[src/rtl/ea_pkg.sv]
package ea_pkg;
  typedef enum logic [3:0] {
    M_PAGE0 = 4'd0, M_ABS = 4'd1, M_REL8 = 4'd2, M_REL16 = 4'd3,
    M_OFS5 = 4'd4, M_OFS9 = 4'd5, M_OFS16 = 4'd6,
    M_ACCA = 4'd7, M_ACCB = 4'd8, M_ACCD = 4'd9,
    M_PREINC = 4'd10, M_PREDEC = 4'd11, M_POSTINC = 4'd12, M_POSTDEC = 4'd13,
    M_IND16 = 4'd14, M_INDD = 4'd15
  } mode_e;

  localparam logic [1:0] SEL_X  = 2'd0;
  localparam logic [1:0] SEL_Y  = 2'd1;
  localparam logic [1:0] SEL_SP = 2'd2;
  localparam logic [1:0] SEL_PC = 2'd3;

  function automatic logic is_auto(input mode_e m);
    return (m == M_PREINC) || (m == M_PREDEC) || (m == M_POSTINC) || (m == M_POSTDEC);
  endfunction

  function automatic logic is_indirect(input mode_e m);
    return (m == M_IND16) || (m == M_INDD);
  endfunction
endpackage

[src/rtl/ea_base_mux.sv]
module ea_base_mux #(
  parameter int AW = 16
) (
  input  logic [1:0]    sel,
  input  logic [AW-1:0] x,
  input  logic [AW-1:0] y,
  input  logic [AW-1:0] sp,
  input  logic [AW-1:0] pc,
  output logic [AW-1:0] base
);
  always_comb begin
    unique case (sel)
      ea_pkg::SEL_X:  base = x;
      ea_pkg::SEL_Y:  base = y;
      ea_pkg::SEL_SP: base = sp;
      default:        base = pc;
    endcase
  end
endmodule

[src/rtl/ea_offset_calc.sv]
module ea_offset_calc #(
  parameter int AW  = 16,
  parameter int DW  = 8,
  parameter int SW  = 3,
  parameter int S5  = 5,
  parameter int S9  = 9
) (
  input  ea_pkg::mode_e mode,
  input  logic [AW-1:0] base,
  input  logic [AW-1:0] pc,
  input  logic [AW-1:0] opnd,
  input  logic [DW-1:0] acc_a,
  input  logic [DW-1:0] acc_b,
  input  logic [SW-1:0] step_n,
  output logic [AW-1:0] addr,
  output logic [AW-1:0] new_base
);
  import ea_pkg::*;

  localparam int ZX = AW - DW;

  logic [AW-1:0] sx8, sx5, sx9, zx8, za, zb, dval, step, bplus, bminus;

  assign sx8    = {{ZX{opnd[DW-1]}}, opnd[DW-1:0]};
  assign zx8    = {{ZX{1'b0}}, opnd[DW-1:0]};
  assign sx5    = {{(AW-S5){opnd[S5-1]}}, opnd[S5-1:0]};
  assign sx9    = {{(AW-S9){opnd[S9-1]}}, opnd[S9-1:0]};
  assign za     = {{ZX{1'b0}}, acc_a};
  assign zb     = {{ZX{1'b0}}, acc_b};
  assign dval   = AW'({acc_a, acc_b});
  assign step   = {{(AW-SW){1'b0}}, step_n} + AW'(1);
  assign bplus  = base + step;
  assign bminus = base - step;

  always_comb begin
    unique case (mode)
      M_PAGE0:   addr = zx8;
      M_ABS:     addr = opnd;
      M_REL8:    addr = pc + sx8;
      M_REL16:   addr = pc + opnd;
      M_OFS5:    addr = base + sx5;
      M_OFS9:    addr = base + sx9;
      M_OFS16:   addr = base + opnd;
      M_ACCA:    addr = base + za;
      M_ACCB:    addr = base + zb;
      M_ACCD:    addr = base + dval;
      M_PREINC:  addr = bplus;
      M_PREDEC:  addr = bminus;
      M_POSTINC: addr = base;
      M_POSTDEC: addr = base;
      M_IND16:   addr = base + opnd;
      default:   addr = base + dval;
    endcase
  end

  assign new_base = ((mode == M_PREINC) || (mode == M_POSTINC)) ? bplus : bminus;
endmodule

[src/rtl/ea_ptr_fetch.sv]
module ea_ptr_fetch #(
  parameter int AW = 16,
  parameter int DW = 8
) (
  input  logic          clk,
  input  logic          rst,
  input  logic          go,
  input  logic [AW-1:0] ptr_addr,
  input  logic          rd_ack,
  input  logic [DW-1:0] rd_data,
  output logic          rd_req,
  output logic [AW-1:0] rd_addr,
  output logic          busy,
  output logic          fin,
  output logic [AW-1:0] ptr_val
);
  typedef enum logic [1:0] {F_IDLE, F_HI, F_LO} fst_e;
  fst_e          st;
  logic [DW-1:0] hi_q;

  always_ff @(posedge clk) begin
    if (rst) begin
      st      <= F_IDLE;
      rd_req  <= 1'b0;
      rd_addr <= '0;
      hi_q    <= '0;
    end else begin
      unique case (st)
        F_IDLE: if (go) begin
          rd_req  <= 1'b1;
          rd_addr <= ptr_addr;
          st      <= F_HI;
        end
        F_HI: if (rd_ack) begin
          hi_q    <= rd_data;
          rd_addr <= rd_addr + AW'(1);
          st      <= F_LO;
        end
        default: if (rd_ack) begin
          rd_req <= 1'b0;
          st     <= F_IDLE;
        end
      endcase
    end
  end

  assign busy    = (st != F_IDLE);
  assign fin     = (st == F_LO) && rd_ack;
  assign ptr_val = AW'({hi_q, rd_data});
endmodule

[src/rtl/ea_gen.sv]
module ea_gen #(
  parameter int AW = 16,
  parameter int DW = 8,
  parameter int SW = 3
) (
  input  logic          clk,
  input  logic          rst,
  input  logic          start,
  input  logic [3:0]    mode,
  input  logic [1:0]    base_sel,
  input  logic [SW-1:0] step_n,
  input  logic [AW-1:0] opnd,
  input  logic [AW-1:0] reg_x,
  input  logic [AW-1:0] reg_y,
  input  logic [AW-1:0] reg_sp,
  input  logic [AW-1:0] reg_pc,
  input  logic [DW-1:0] acc_a,
  input  logic [DW-1:0] acc_b,
  input  logic          rd_ack,
  input  logic [DW-1:0] rd_data,
  output logic          rd_req,
  output logic [AW-1:0] rd_addr,
  output logic          busy,
  output logic          done,
  output logic [AW-1:0] ea,
  output logic          wb_en,
  output logic [1:0]    wb_sel,
  output logic [AW-1:0] wb_val
);
  import ea_pkg::*;

  mode_e         m;
  logic [AW-1:0] base, addr, new_base, ptr_val;
  logic          go_dir, go_ind, fin;

  assign m = mode_e'(mode);

  ea_base_mux #(.AW(AW)) u_mux (
    .sel(base_sel), .x(reg_x), .y(reg_y), .sp(reg_sp), .pc(reg_pc), .base(base)
  );

  ea_offset_calc #(.AW(AW), .DW(DW), .SW(SW)) u_calc (
    .mode(m), .base(base), .pc(reg_pc), .opnd(opnd), .acc_a(acc_a), .acc_b(acc_b),
    .step_n(step_n), .addr(addr), .new_base(new_base)
  );

  assign go_dir = start && !busy && !is_indirect(m);
  assign go_ind = start && !busy && is_indirect(m);

  ea_ptr_fetch #(.AW(AW), .DW(DW)) u_fetch (
    .clk(clk), .rst(rst), .go(go_ind), .ptr_addr(addr), .rd_ack(rd_ack),
    .rd_data(rd_data), .rd_req(rd_req), .rd_addr(rd_addr), .busy(busy),
    .fin(fin), .ptr_val(ptr_val)
  );

  always_ff @(posedge clk) begin
    if (rst) begin
      done   <= 1'b0;
      ea     <= '0;
      wb_en  <= 1'b0;
      wb_sel <= '0;
      wb_val <= '0;
    end else begin
      done  <= go_dir || fin;
      wb_en <= go_dir && is_auto(m) && (base_sel != SEL_PC);
      if (go_dir) begin
        ea <= addr;
      end else if (fin) begin
        ea <= ptr_val;
      end
      if (go_dir && is_auto(m)) begin
        wb_sel <= base_sel;
        wb_val <= new_base;
      end
    end
  end
endmodule

[config.mk]
export PLATFORM = sky130hd
export DESIGN_NAME = ea_gen
export DESIGN_NICKNAME = d
export VERILOG_FILES = /design/src/rtl/ea_pkg.sv /design/src/rtl/ea_base_mux.sv /design/src/rtl/ea_offset_calc.sv /design/src/rtl/ea_ptr_fetch.sv /design/src/rtl/ea_gen.sv
export SDC_FILE = /design/constraint.sdc
export NUM_CORES = 1
export LEC_CHECK = 0
export BUFFER_PORTS_ARGS = -buffer_cell sky130_fd_sc_hd__clkbuf_2
export CORE_UTILIZATION = 45
export DETAILED_ROUTE_END_ITERATION = 12
export GPL_TIMING_DRIVEN = 0
export HOLD_SLACK_MARGIN = 0.15
export PLACE_DENSITY = 0.71
export SYNTH_ARGS = -nofsm -noshare
export SYNTH_HDL_FRONTEND = slang
export SYNTH_SLANG_ARGS = --single-unit
[constraint.sdc]
create_clock -name clk -period 4.05 [get_ports clk]
set_input_delay 0.6075 -clock clk [delete_from_list [all_inputs] [get_ports clk]]
set_output_delay 0.6075 -clock clk [all_outputs]
set_load 0.01 [all_outputs]
# Word-level counts from Yosys, hierarchy flattened
# Index checks and enable logic that the tools add are counted.
[totals]
reg_bits = 63
latchBits = 0
ramBits = 0
mem_bits_ro = 0
input_bits = 117
out_inout_bits = 54
memories = 0
[op_classes]
n_addsub = 12
multipliers = 0
n_div = 0
n_lt_le_gt_ge = 0
eq_ne = 21
shifts = 0
n_mux = 15
bitwise = 1
reduce_logical = 27
[op_table]
columns = ["cell", "count"]
rows = [
  ["$pmux 16 s12", 1],
  ["$add 16x16->16", 7],
  ["$mux 16", 5],
  ["$pmux 16 s3", 1],
  ["$add 16x8->16", 2],
  ["$pmux 16 s2", 1],
  ["$eq 4x4->1 const B", 7],
  ["$add 16x1->16 const B", 1],
  ["$eq 4x3->1 const B", 4],
  ["$sub 16x16->16", 1],
  ["$reduce_and 3->1", 3],
  ["$eq 4x2->1 const B", 2],
  ["$reduce_bool 2->1", 4],
  ["$logic_and 1x1->1", 6],
  ["$logic_or 1x1->1", 6],
  ["$mux 2", 3],
  ["$ne 2x2->1 const B", 3],
  ["$add 3x1->4 const B", 1],
  ["$eq 2x1->1 const B", 2],
  ["$eq 2x2->1 const B", 2],
  ["$eq 4x1->1 const B", 1],
  ["$logic_not 2->1", 2],
  ["$logic_not 4->1", 1],
  ["$pmux 2 s2", 1],
  ["6 further kinds", 9],
]

# Logic depth before layout (Yosys ltp)
# Gate-level depths: netlist of run 1.
[depth]
depth_word = 6
depth_mapped = 17

# Modules after synthesis
# A second synthesis of run 1 with hierarchy kept.
[hier_totals]
cells_unflattened = 1045
area_unflattened_um2 = 8411.8
[modules_own_cells]
columns = ["module", "instances", "cells_per_inst", "area_per_inst_um2"]
rows = [
  ["ea_offset_calc", 1, 650, 4660.7],
  ["ea_gen", 1, 165, 1671.6],
  ["ea_ptr_fetch", 1, 210, 1655.3],
  ["ea_base_mux", 1, 20, 424.2],
]

# Least setup slack after synthesis of run 1
# OpenSTA, ideal clock, no wires.
[synth_path]
path_kind = "input -> register"
from = "input port mode[0]"
to = "register u_fetch.rd_addr[14]"
arrival_ns = 3.832
t_required_ns = 3.914
slack_ns = 0.083
path_stages = 14
path_cell_list = "clkbuf_1 nor2b_1 nand2_1 clkbuf_1 mux2_2 ha_1 and2_1 a22o_1 or3_1 a31oi_1 xor2_1 nor2_1 a2111oi_2 o32ai_1"
[synth_via]
elab_chain_cells = 5
word_cells_on_any_way = 24
cone_classes = "eq/ne: 15; mux: 3; reduce/logical: 6"
[synth_rtl]
columns = ["item", "line_no", "rtl"]
rows = [
  ["from (decl)", "ea_gen.sv:9", "input logic [3:0] mode,"],
  ["$eq 4x4->1 (tied with other cells)", "ea_pkg.sv:20, ea_offset_calc.sv:36", ""],
  ["$reduce_or 2->1 (no line) or $logic_or 1x1->1 (tied branches)", "--", ""],
  ["$pmux 16 s12 or $logic_and 1x1->1 (tied branches)", "ea_offset_calc.sv:36, ea_gen.sv:48", ""],
  ["$mux 16 or $ne 2x2->1 (tied branches)", "--", ""],
  ["$pmux 16 s2 or $reduce_and 3->1 (tied branches)", "--", ""],
  ["to (signal assigned)", "ea_ptr_fetch.sv:31", "rd_addr <= ptr_addr;"],
  ["to (signal assigned)", "ea_ptr_fetch.sv:36", "rd_addr <= rd_addr + AW'(1);"],
  ["to (decl)", "ea_ptr_fetch.sv:12", "output logic [AW-1:0] rd_addr,"],
]
# Several ways; a longest one is shown, not always the timed one. The select of a mux whose other input is x is not followed.
# A chain may end at the register's enable or synchronous reset.

# Final worst setup path of run 1
[layout_path]
from = "input port base_sel[0]"
to = "register u_fetch.rd_addr[2]"
[layout_via]
elab_chain_cells = 6
word_cells_on_any_way = 15
cone_classes = "add/sub: 8; eq/ne: 2; mux: 4; reduce/logical: 1"
[layout_rtl]
columns = ["item", "line_no", "rtl"]
rows = [
  ["from (decl)", "ea_gen.sv:10", "input logic [1:0] base_sel,"],
  ["$eq 2x2->1 (tied with other cells)", "ea_base_mux.sv:12", "unique case (sel)"],
  ["$pmux 16 s3 (*)", "ea_base_mux.sv:12", ""],
  ["$add 16x16->16 (tied with other cells)", "ea_offset_calc.sv:46, ea_offset_calc.sv:52", ""],
  ["$pmux 16 s12 (*)", "ea_offset_calc.sv:36", "unique case (mode)"],
  ["$mux 16 (*)", "ea_ptr_fetch.sv:29", "F_IDLE: if (go) begin"],
  ["$pmux 16 s2 (*)", "ea_ptr_fetch.sv:28", "unique case (st)"],
]
# Every way passes the cells marked *; elsewhere a longest branch is shown, timed or not. The select of a mux whose other input is x is not followed.

==> results.cfg, run 1 <==
[status]
status = completed

[clock_network]
hold_buffers = 0
numCtsBuffers = 9
cts_tree = built
cts_root_buf = clkbuf_16
clk_path_buf_depth = 2
path_clk_slew_ns = 0.06
cts.sinks = 63
htreeDepth = 3
clock_latency_ns = 0.34

[floorplan]
die_h_um = 132
start_util_pct = 45.9
num_io_pins = 171
die_x_um = 132
num_rows = 47
core_um2 = 16500
die-area_um2 = 17300

[grt]
grt_usage_pct = 33.2
grt_max_degree = 14
grt_pass1_vias = 8034
antenna_found_initial = 1
grt_pass1_wl_um = 44500
grt_overflow_total = 0

[synthesis]
synth-edff-count = 0
syn_area_per_cell_um2 = 7.43
synthArstFlopShare_pct = 0
yosys-top-cells-area = dfxtp_1 17%, ha_1 9.8%, a21oi_1 6.2%
synth_area_leader_cell = dfxtp_1
syn-instance-count = 1017
synth_seq_cells = 63
syn_nets = 1198
synth_warnings = 0
yosysTopAreaCellShare_pct = 16.7
netlist_area_um2 = 7560
yosys_most_used_dff = dfxtp_1
synth.distinct_cells = 74
seq_area_frac_synth_pct = 16.7

[setup_path]
crit_fanout = 9
critPathLaunchType = input port
required_ns = 4.26
end_kind = register
crit_type = input port to register
arrival_ns = 4.18

[timing]
setup_viol = 0
slew_violations = 0
fmax_mhz = 252
hold_viol = 0
period_needed_ns = 3.98
finClkSkew_ns = 0.00614
timing.final.crit_share_pct = 98.2
rsz0062_at_grt = yes
relSlewSlack_pct = 31.7
worstMarginPinSlew_ns = 1.02
hold_slack_ns = 0.449

[route]
dr.pass1.iters = 6
wl_per_cell_um = 20.4
vias = 8883
ant_nets = 0
drt_first_iter_violations = 884
drc_errors = 0
routed_wirelength_um = 29100
via_per_inst = 6.22

[cells_and_area]
final_common_cell = clkbuf_2
diodes = 0
fin_nets = 1383
syn_to_final_growth_pct = 22.7
stdcell_area_um2 = 9270
drive_above_1_share_pct = 23.8
final_cell_mix = 168 x clkbuf_2, 116 x nand2_1, 95 x nor2_1, 93 x a21oi_1, 63 x dfxtp_1
fin_cells = 1427

[placement]
gp_congestion = 1.04
dpl.cell_count = 1403
dpl.hpwl_um = 23100
placed_cell_area_um2 = 8660
portBuffers = 166

[hold_path]
hold_class = register to register

[power]
p_per_area_nw_per_um2 = 308
total_power_mw = 2.85
leakage_nw = 3.82
vdd_drop_max_mv = 0.179

[run]
drv_cap = 0
[metal layers]
layer	global-route usage (%)	vias up	wire, um
li1	-	4176	-
met1	42.7	4136	12000
met2	54.1	476	13100
met3	4.32	93	2410
met4	17.2	2	1650
met5	0	-	8
[metrics by stage]
stage               setup WS, ns  setup TNS [ns]  utilization (%)
floorplan                 0.0825               0                -
global placement           -1.34          -30.18             52.6
detailed placement         -1.32          -30.92             52.6
CTS                      -0.0182         -0.0182             55.4
global route             -0.0153         -0.0153             56.3
finish                    0.0744               0             56.3
[worst max-delay path: stages]
cell and delay [ns]:
buf_6 0.15, buf_12 0.16, mux4_2 0.59, buf_4 0.20
ha_1 0.21, fa_1 0.46, xnor2_1 0.35, o22ai_1 0.14
a221oi_1 0.23, o211ai_1 0.15, a21oi_1 0.49, o21ai_0 0.16
a22oi_1 0.20, nor2_1 0.05
[cell families after synthesis]
group | share of synthesized area (%)
xor gates and xnor gates | 7.30
and+or+nand+nor | 24.9
DFF | 16.7
muxes | 6.99
AOI/OAI and AO/OA | 28.6
buffers and inverters | 4.47
adders and majority gates | 11.1
[path summary, 6_finish.rpt]
kind | startpoint | endpoint | cells past startpoint | slack, ns
max | base_sel[0] | u_fetch.rd_addr[2] | 14 | 0.07
min | wb_val[7] | wb_val[7] | 2 | 0.45
max reg2reg | u_fetch.st[0] | wb_val[15] | 7 | 1.31
min reg2reg | wb_val[7] | wb_val[7] | 2 | 0.45
[cells in the mapped netlist (6+ instances only)]
cell type and instances:
nor3b_1 7, inv_1 25, a211oi_1 24, nand3_1 26
mux4_2 16, a221oi_1 15, o32ai_1 6, clkbuf_1 48
nand4_1 6, dfxtp_1 63, xnor2_1 34, nor4_1 9
o21ai_0 60, a211o_1 7, xor2_1 29, nand2b_1 12
a31oi_1 20, and2_1 11, nor2_1 95, o22ai_1 12
nor3_1 32, a22o_1 7, a21o_1 11, nand2_1 117
or2_2 8, a21oi_1 93, and3_1 16, o31ai_1 7
a22oi_1 10, o211ai_1 7, mux2_2 14, nor2b_1 12
ha_1 59, or3_1 13
[layout make-up]
class | count | area [um^2]
fill | 1605 | 7190
multi-input combinational | 869 | 6140
sequential | 63 | 1260
timing repair buffer | 176 | 906
buffer | 57 | 280
tap | 220 | 275
clock buffer | 10 | 239
inverter | 26 | 97.6
clock inverter | 6 | 68.8
[where the power goes]
| group | leakage, nW | total (mW) | switching, mW | internal, mW |
|---|---|---|---|---|
| Clock | 0.149 | 0.797 | 0.301 | 0.496 |
| Combinational | 3.16 | 1.37 | 0.842 | 0.531 |
| Sequential | 0.514 | 0.683 | 0.0263 | 0.656 |
| Total | 3.82 | 2.85 | 1.17 | 1.68 |
[state kept, by name, summed over array words and instances (netlist names), 2 cells and up]
register	count
u_fetch.hi_q	8
u_fetch.st	2
wb_sel	2
ea	16
u_fetch.rd_addr	16
wb_val	16
[what timing repair did]
action / 4_1_cts / 5_1_grt
pin swaps: 3 / 6
hold endpoints to repair: 0 / 0
gates resized for setup: 35 / 40
buffers inserted: 2 / 8
endpoints found under the setup margin: 36 / 25
(Power assumes the default switching activity.)
==> run 2, diff against run 1 <==
--- a/config.mk
+++ b/config.mk
@@ -7,6 +7,7 @@
 export LEC_CHECK = 0
 export BUFFER_PORTS_ARGS = -buffer_cell sky130_fd_sc_hd__clkbuf_2
 export CORE_UTILIZATION = 45
+export CTS_BUF_LIST = sky130_fd_sc_hd__clkbuf_2 sky130_fd_sc_hd__clkbuf_4 sky130_fd_sc_hd__clkbuf_8
 export DETAILED_ROUTE_END_ITERATION = 12
 export GPL_TIMING_DRIVEN = 0
 export HOLD_SLACK_MARGIN = 0.15
==> run 2 against run 1 <==
Effect of this change:
- first-iteration DRC count grew 12%
- die area is the same
- hold slack better by 0.0031 ns
- register-to-register slack barely moved
- utilization fell by 0.71 points
- via count up 0.35%
- count of clock-buffer cells in the layout stayed put
- sequential share of layout area increased by 0.17 points
- critical endpoint is now ea[8]
- wire length decreased by 0.48%
- critical path depth shrank 1
- maximum frequency down 0.30%
==> results.cfg, run 2 (synthesis gave the netlist of run 1 again) <==
[setup_path]
arrival_ns = 4.19
r2r_cells = 7
rr_endpoint = wb_val[15]
critPathLaunchType = input port
required_ns = 4.26
end_kind = register
crit_type = input port to register
ff2ff_setup_slack_ns = 1.32
crit_fanout = 10
r2r_start = u_fetch.st[0]

[cells_and_area]
syn_to_final_growth_pct = 21.2
diodes = 0
fin_cells = 1427
final_common_cell = clkbuf_2
fin_nets = 1383
multi_input_area_um2 = 6130
fillers = 1616
regArea_um2 = 1260
top_regs = ea (16), u_fetch.rd_addr (16), wb_val (16)
final_cell_mix = 169 x clkbuf_2, 116 x nand2_1, 95 x nor2_1, 93 x a21oi_1, 63 x dfxtp_1
drive_above_1_share_pct = 23.7

[clock_network]
clk_path_buf_depth = 2
hold_buffers = 0
htreeDepth = 3
cts.sinks = 63
numCtsBuffers = 9
path_clk_slew_ns = 0.08
clock_latency_ns = 0.35
cts_tree = built
cts_root_buf = clkbuf_8

[floorplan]
num_io_pins = 171
die-area_um2 = 17300
die_x_um = 132
die_h_um = 132
core_um2 = 16500
start_util_pct = 45.9
num_rows = 47

[route]
routed_wirelength_um = 29000
via_per_inst = 6.25
wl_per_cell_um = 20.3
drc_errors = 0
dr.pass1.iters = 6
drt_first_iter_violations = 987
ant_nets = 0
vias = 8914

[run]
drv_cap = 0

[power]
total_power_mw = 2.62
leakage_nw = 3.77
p_per_area_nw_per_um2 = 287
vdd_drop_max_mv = 0.151

[grt]
grt_pass1_wl_um = 44300
grt_pass1_vias = 7962
grt_max_degree = 14
antenna_found_initial = 1
grt_usage_pct = 33.0
grt_overflow_total = 0

[timing]
period_needed_ns = 3.99
timing.final.crit_share_pct = 98.5
fmax_mhz = 251
totalNegativeSetupSlack_ns = 0
hold_slack_ns = 0.452
relSlewSlack_pct = 31.4
hold_viol = 0
worstMarginPinSlew_ns = 1.02
slew_violations = 0
setup_slack_ns = 0.0622
setup_viol = 0
finClkSkew_ns = 0.00781

[placement]
dpl.cell_count = 1403
dpl.hpwl_um = 23100
gp_congestion = 1.04
place_ws_ns = -1.32
portBuffers = 166

[status]
status = completed

[hold_path]
holdPathStages = 2
hold_end = wb_val[7]
hold_class = register to register
hp-start = wb_val[7]
==> run 2: what timing repair did <==
action	CTS	global route
buffers inserted	2	8
resized for setup	33	38
gates cloned	0	0
pin swaps	3	5
setup endpoints to repair	35	25
==> run 2: area by class of cell <==
cell class                      count  share of cell area, %
Clock buffer                       10                   1.50
Multi-Input combinational cell    869                   67.0
Timing Repair Buffer              176                   9.89
Inverter                           26                   1.07
Clock inverter                      6                  0.752
Sequential cell                    63                   13.8
Tap cell                          220                   3.01
Buffer                             57                   3.03
==> run 2: layer usage <==
metal	GRT usage, %	wire, um	up-vias
met5	0	8	-
met4	15.9	1670	2
met3	4.24	2350	101
met2	53.9	13000	475
met1	42.8	12000	4145
li1	-	-	4191
==> run 2: worst max path at each step <==
| stage | start | endpoint | slack (ns) | cells after the start |
|---|---|---|---|---|
| 2_1_floorplan | mode[0] | u_fetch.rd_addr[14] | 0.08 | 14 |
| 3_3_place_gp | mode[1] | ea[10] | -1.34 | 16 |
| 3_5_place_dp | mode[1] | u_fetch.rd_addr[4] | -1.32 | 16 |
| 4_1_cts | mode[1] | ea[6] | 0.002 | 17 |
| 5_1_grt | base_sel[0] | ea[13] | -0.01 | 13 |
| 6_report | base_sel[0] | ea[8] | 0.06 | 13 |
==> run 2: critical path, stage by stage <==
cell      delay [ns]
buf_6           0.15
mux4_2          0.52
buf_2           0.26
mux2_2          0.32
ha_1            0.33
and2_1          0.15
a22o_1          0.20
or3_1           0.41
xor2_1          0.17
a222oi_1        0.26
o21ai_0         0.27
a211oi_2        0.38
a221oi_1        0.15
==> run 2: where the power goes <==
group / internal, mW / switching [mW]
sequential: 0.655 / 0.0258
clock: 0.304 / 0.271
combinational: 0.529 / 0.838
==> run 2: through the flow <==
stage | util [%] | instance area (um^2)
5_1_grt | 55.6 | 9160
3_3_place_gp | 52.6 | 8660
2_1_floorplan | - | 7560
6_report | 55.6 | 9160
3_5_place_dp | 52.6 | 8660
4_1_cts | 54.7 | 9010
